File: src/rtl/sched_pkg.sv
package sched_pkg;
  localparam int PRIO_W   = 6;
  localparam int MEMBER_W = 3;
  localparam int GROUP_SZ = 8;

  typedef enum logic [1:0] {
    CMD_INIT = 2'd0,
    CMD_SET  = 2'd1,
    CMD_CLR  = 2'd2,
    CMD_FIND = 2'd3
  } sched_cmd_e;
endpackage

File: src/rtl/sched_prio_decode.sv
module sched_prio_decode #(
  parameter int NUM_GROUPS = 4,
  localparam int GRP_W     = $clog2(NUM_GROUPS),
  localparam int NUM_TASKS = NUM_GROUPS * sched_pkg::GROUP_SZ
) (
  input  logic [sched_pkg::PRIO_W-1:0] prio,
  output logic [GRP_W-1:0]             grp,
  output logic [7:0]                   mem_oh,
  output logic                         in_range
);
  always_comb begin
    in_range = (7'(prio) < 7'(NUM_TASKS));
    grp      = prio[sched_pkg::MEMBER_W +: GRP_W];
    mem_oh   = 8'b1 << prio[sched_pkg::MEMBER_W-1:0];
  end
endmodule

File: src/rtl/sched_lsb_find.sv
module sched_lsb_find #(
  parameter int W  = 8,
  localparam int IW = $clog2(W)
) (
  input  logic [W-1:0]  vec,
  output logic [IW-1:0] idx,
  output logic          any
);
  always_comb begin
    idx = '0;
    for (int i = W - 1; i >= 0; i--) begin
      if (vec[i]) idx = IW'(i);
    end
    any = |vec;
  end
endmodule

File: src/rtl/sched_ready_table.sv
module sched_ready_table
  import sched_pkg::*;
#(
  parameter int NUM_GROUPS = 4,
  localparam int GRP_W     = $clog2(NUM_GROUPS),
  localparam int NUM_TASKS = NUM_GROUPS * GROUP_SZ
) (
  input  logic                  clk,
  input  logic                  rst_n,
  input  logic                  wr_en,
  input  sched_cmd_e            cmd,
  input  logic [GRP_W-1:0]      grp,
  input  logic [7:0]            mem_oh,
  input  logic                  in_range,
  output logic [NUM_TASKS-1:0]  ready_q,
  output logic [NUM_GROUPS-1:0] summary_q
);
  logic [NUM_TASKS-1:0]  ready_d;
  logic [NUM_GROUPS-1:0] summary_d;
  logic [7:0]            grp_after;
  logic                  tbl_en;

  always_comb begin
    ready_d   = ready_q;
    summary_d = summary_q;
    grp_after = ready_q[{grp, 3'b000} +: 8] & ~mem_oh;
    tbl_en    = 1'b0;
    if (wr_en) begin
      unique case (cmd)
        CMD_INIT: begin
          ready_d   = '0;
          summary_d = '0;
          tbl_en    = 1'b1;
        end
        CMD_SET: if (in_range) begin
          ready_d[{grp, 3'b000} +: 8] = ready_q[{grp, 3'b000} +: 8] | mem_oh;
          summary_d[grp]              = 1'b1;
          tbl_en                      = 1'b1;
        end
        CMD_CLR: if (in_range) begin
          ready_d[{grp, 3'b000} +: 8] = grp_after;
          summary_d[grp]              = |grp_after;
          tbl_en                      = 1'b1;
        end
        default: ;
      endcase
    end
  end

  always_ff @(posedge clk or negedge rst_n) begin
    if (!rst_n) begin
      ready_q   <= '0;
      summary_q <= '0;
    end else if (tbl_en) begin
      ready_q   <= ready_d;
      summary_q <= summary_d;
    end
  end
endmodule

File: src/rtl/sched_ready_accel.sv
module sched_ready_accel
  import sched_pkg::*;
#(
  parameter int DATA_W     = 32,
  parameter int NUM_GROUPS = 4,
  localparam int GRP_W     = $clog2(NUM_GROUPS),
  localparam int NUM_TASKS = NUM_GROUPS * GROUP_SZ
) (
  input  logic              clk,
  input  logic              rst_n,
  input  logic              start,
  input  logic [DATA_W-1:0] opa,
  input  logic [DATA_W-1:0] opb,
  output logic [DATA_W-1:0] result,
  output logic              done
);
  sched_cmd_e            cmd;
  logic [GRP_W-1:0]      dec_grp;
  logic [7:0]            dec_oh;
  logic                  dec_ok;
  logic [NUM_TASKS-1:0]  ready_q;
  logic [NUM_GROUPS-1:0] summary_q;
  logic [GRP_W-1:0]      win_grp;
  logic                  any_ready;
  logic [MEMBER_W-1:0]   win_mem;
  logic                  mem_any;
  logic [DATA_W-1:0]     result_d;
  logic [DATA_W-1:0]     result_q;
  logic                  done_q;

  assign cmd = sched_cmd_e'(opa[1:0]);

  sched_prio_decode #(.NUM_GROUPS(NUM_GROUPS)) u_dec (
    .prio     (opb[PRIO_W-1:0]),
    .grp      (dec_grp),
    .mem_oh   (dec_oh),
    .in_range (dec_ok)
  );

  sched_ready_table #(.NUM_GROUPS(NUM_GROUPS)) u_tbl (
    .clk       (clk),
    .rst_n     (rst_n),
    .wr_en     (start),
    .cmd       (cmd),
    .grp       (dec_grp),
    .mem_oh    (dec_oh),
    .in_range  (dec_ok),
    .ready_q   (ready_q),
    .summary_q (summary_q)
  );

  sched_lsb_find #(.W(NUM_GROUPS)) u_grp_find (
    .vec (summary_q),
    .idx (win_grp),
    .any (any_ready)
  );

  sched_lsb_find #(.W(GROUP_SZ)) u_mem_find (
    .vec (ready_q[{win_grp, 3'b000} +: 8]),
    .idx (win_mem),
    .any (mem_any)
  );

  always_comb begin
    result_d = '0;
    if (cmd == CMD_FIND) begin
      if (any_ready && mem_any) result_d[GRP_W+MEMBER_W-1:0] = {win_grp, win_mem};
      else                      result_d = '1;
    end
  end

  always_ff @(posedge clk or negedge rst_n) begin
    if (!rst_n) begin
      done_q   <= 1'b0;
      result_q <= '0;
    end else begin
      done_q <= start;
      if (start) result_q <= result_d;
    end
  end

  assign done   = done_q;
  assign result = result_q;
endmodule

File: config.mk
export PLATFORM = sky130hd
export DESIGN_NAME = sched_ready_accel
export DESIGN_NICKNAME = d
export VERILOG_FILES = /design/src/rtl/sched_pkg.sv /design/src/rtl/sched_prio_decode.sv /design/src/rtl/sched_lsb_find.sv /design/src/rtl/sched_ready_table.sv /design/src/rtl/sched_ready_accel.sv
export SDC_FILE = /design/constraint.sdc
export NUM_CORES = 1
export LEC_CHECK = 0
export ABC_CLOCK_PERIOD_IN_PS = 4600
export BUFFER_PORTS_ARGS = -buffer_cell sky130_fd_sc_hd__buf_2
export CAP_MARGIN = 20
export CELL_PAD_IN_SITES_DETAIL_PLACEMENT = 2
export CELL_PAD_IN_SITES_GLOBAL_PLACEMENT = 2
export CORE_ASPECT_RATIO = 2
export CORE_MARGIN = 5
export CORE_UTILIZATION = 33
export CTS_BUF_LIST = sky130_fd_sc_hd__clkbuf_4
export DETAILED_ROUTE_END_ITERATION = 10
export PLACE_DENSITY = 0.95
export SYNTH_ARGS = -nofsm -noshare
export SYNTH_HDL_FRONTEND = slang
export SYNTH_SLANG_ARGS = --single-unit
File: constraint.sdc
create_clock -name clk -period 4.6 [get_ports clk]
set_clock_uncertainty 0.15 [all_clocks]
set_input_delay 0.92 -clock clk [delete_from_list [all_inputs] [get_ports clk]]
set_output_delay 0.92 -clock clk [all_outputs]
set_load 0.05 [all_outputs]
==> impl_metrics.csv <==
group,metric,value,unit
outcome,outcome,"finished clean",
drt,routed_via_density,6.04,
global_route,grt_pass1_vias,3693,
final_layout,drive_gt1_share,18.9,%
power_and_ir_drop,pwr-share-clk,30.0,%
power_and_ir_drop,peakVddDrop,0.0999,mV
clocking,clock_latency,0.39,ns
timing,max_freq,0.291,GHz
clocking,cts_num_sinks,43,
timing,tns,0,ns
critical_path,cp-end-kind,"register",
run,drv_cap,0,
clocking,cts_buffers,5,
power_and_ir_drop,finalPower,1070,uW
yosys,seq_area_frac_synth,32.3,%
clocking,cts_buffer_depth,2,
drt,vias,3251,
final_layout,final_cell_count_no_fill,538,
yosys,synth_compound_area_share,24.2,%
clocking,tritoncts,"done",
power_and_ir_drop,p_sw_share,40.3,%
global_route,grt_antenna_before_repair,1,
power_and_ir_drop,power_leakage,0.00151,uW
critical_path,cp-start-kind,"input port",
critical_path,slowest_stage,"o2111a_1",
global_route,grt-ovfl-total,0,
final_layout,nets,480,
die,placementRows,52,
drt,drt_first_pass_iters,4,
yosys,synth_nets,474,
critical_path,cpPeakStageDelay,0.58,ns
die,die_h,152,um
yosys,yosysTopAreaCellShare,32.3,%
clocking,ctsHoldBuffers,0,
timing,hold_viol,0,
timing,slew_headroom,36.5,%
critical_path,crit_buf_inv,2,
global_route,grt_max_degree,44,
timing,period_share,74.7,%
yosys,synth_adder_area_share,4.50,%
critical_path,crit_fanout,18,
clocking,cts_resized,0,
place,dp_hpwl,9530,um
yosys,synth_most_common_cell,"nand2_1",
die,core,10000,um^2
die,fp.dieW,81.1,um
clocking,path_clk_slew,0.15,ns
yosys,synthFlopType,"dfrtp_1",
critical_path,cp.required,4.72,ns
final_layout,syn_to_final_growth,6.64,%
drt,final_antenna_net_count,0,
power_and_ir_drop,combinationalPowerShare,32.3,%
die,initial_utilization,33.3,%
clocking,cts_root_buf,"clkbuf_4",
place,gp_congestion,0.871,
yosys,synthTopCellsByArea,"dfrtp_1 32%, nand2_1 7.9%, buf_4 5.9%",
yosys,synth_common_cells,"70 x nand2_1, 43 x dfrtp_1, 33 x a21oi_1, 29 x nor2_1, 26 x buf_4",
hold_path,hold_path_class,"in -> async",
die,pin_count,100,
timing,rsz0062_at_grt,"no",
critical_path,crit_type,"in -> reg",
clocking,post-cts-setup-buffers,0,
yosys,synth_top_family_by_area,"compound AO/OA/AOI/OAI gates",
drt,route.detailed.drc,0,
yosys,synth_cell_types,65,
yosys,syn_inst,395,
power_and_ir_drop,power_density,300,nW/um^2
critical_path,crit_top_cell,"nand2_1",
power_and_ir_drop,p_int,637,uW
global_route,grt_usage,20.9,%
timing,setup-violations-final,0,
timing,fin_crit,3.44,ns
yosys,synth_edf_count,0,
timing,worst_pin_slew,0.946,ns
yosys,synth_top_cell_by_area,"dfrtp_1",
yosys,synth-simple-area-share,21.6,%
critical_path,critical_path.top_delay_family,"compound AO/OA/AOI/OAI gates",
power_and_ir_drop,seqPwrFrac,37.7,%
yosys,synthMuxAreaShare,6.49,%
power_and_ir_drop,switchingPower,429,uW
place,dp.cells,528,
die,die-area,12300,um^2
critical_path,arrival,3.56,ns
drt,wire_per_inst,23.7,um
drt,finalWirelength,12800,um
yosys,postSynth.asyncResetShare,100,%
yosys,synth_xor_area_share,0,%
critical_path,cp_cell_sequence,"buf_2, inv_1, ha_1, o21a_1, o2111a_1, nand2_1, nor3_1, nand2_1, o31ai_1",
timing,final_max_slew_viol_count,0,
drt,dr.first_iter.drc_count,131,
yosys,ys_seq_elements,43,
yosys,synth.avg_cell_area,8.44,um^2
place,io_buffer_count,43,
yosys,yosys_warnings,0,
global_route,grt_pass1_wl,19600,um
yosys,synth_area,3330,um^2
clocking,htree_levels,2,
[power groups by stage]
stage	Clock, uW	Sequential [uW]	Combinational [uW]
6_report	320	402	345
4_1_cts	324	402	344
3_5_place_dp	0	409	343
3_3_place_gp	0	407	329
5_1_grt	333	405	363
2_1_floorplan	0	431	273
[sequential cells by signal (all words and copies together) (netlist names)]
register / flops
u_tbl.ready_q: 32
done: 1
u_tbl.summary_q: 4
result: 6
[logic make-up (layout without fill, tap and decap cells)]
family	Yosys count	in the layout
simple gates	147	147
flops	43	43
compound gates	121	121
mux	10	10
fa+ha+maj	12	12
buf+inv	62	69
other cells	0	1
[cell type report]
type	instances	area [um^2]
fill	1195	6460
multi-input combinational	290	1900
sequential	43	1080
timing repair buffer	46	250
tap	135	169
clock inverter	2	60.1
inverter	15	56.3
clock buffer	6	45.0
antenna	1	2.50
[final timing paths]
kind | to | slack [ns] | depth (start not counted) | from
worst min-delay path | u_tbl.ready_q[13] | 0.20 | 1 | rst_n
worst max-delay path | u_tbl.ready_q[27] | 1.16 | 9 | opa[0]
min in group clk | result[2] | 0.35 | 1 | result[2]
worst max register to register | result[4] | 2.01 | 6 | u_tbl.summary_q[2]
worst min register to register | result[2] | 0.35 | 1 | result[2]
max in group asynchronous | u_tbl.summary_q[1] | 3.65 | 2 | rst_n
[through the flow]
step	util [%]	worst slack [ns]	area, um^2	hold slack, ns
after floorplan	-	1.89	3330	0.304
after global placement	34.2	0.990	3430	0.315
after detailed placement	34.2	0.837	3430	0.320
after CTS	35.3	1.17	3530	0.351
after global routing	35.5	0.936	3550	0.193
final	35.5	1.16	3550	0.197
[placed cells by master, fill, tap and decap left out, types with 3 or more instances in the layout]
cell type | Yosys | final
nand2_1 | 70 | 70
inv_1 | 12 | 12
nand2b_1 | 4 | 4
nor2_1 | 29 | 29
nor3_1 | 6 | 6
o21ai_2 | 4 | 4
mux4_1 | 3 | 3
o21ai_1 | 11 | 11
a21boi_0 | 3 | 3
and3_1 | 3 | 3
nand3_1 | 6 | 6
nor2b_1 | 8 | 8
buf_2 | 7 | 43
clkbuf_4 | 0 | 6
a21oi_1 | 33 | 33
o21ai_0 | 19 | 19
ha_1 | 12 | 12
o31ai_1 | 16 | 16
a22o_1 | 10 | 10
o2bb2ai_1 | 3 | 3
dfrtp_1 | 43 | 43
mux4_2 | 5 | 5
[worst register-to-register path: stages (launching register included)]
cell and delay, ns:
dfrtp_1 0.78, or3_4 0.28, nand2_2 0.11, a221oi_2 0.40
nand2b_1 0.20, nor4_4 0.41, a221o_1 0.21
[layer usage]
layer	vias to the layer above	part of all wire (%)	GRT usage, %
met1	1661	34	20.3
met2	133	55	38.6
met3	52	4.0	2.25
li1	1405	-	-
met4	0	6.8	15.4
met5	-	0	0
(Power assumes the default switching activity.)
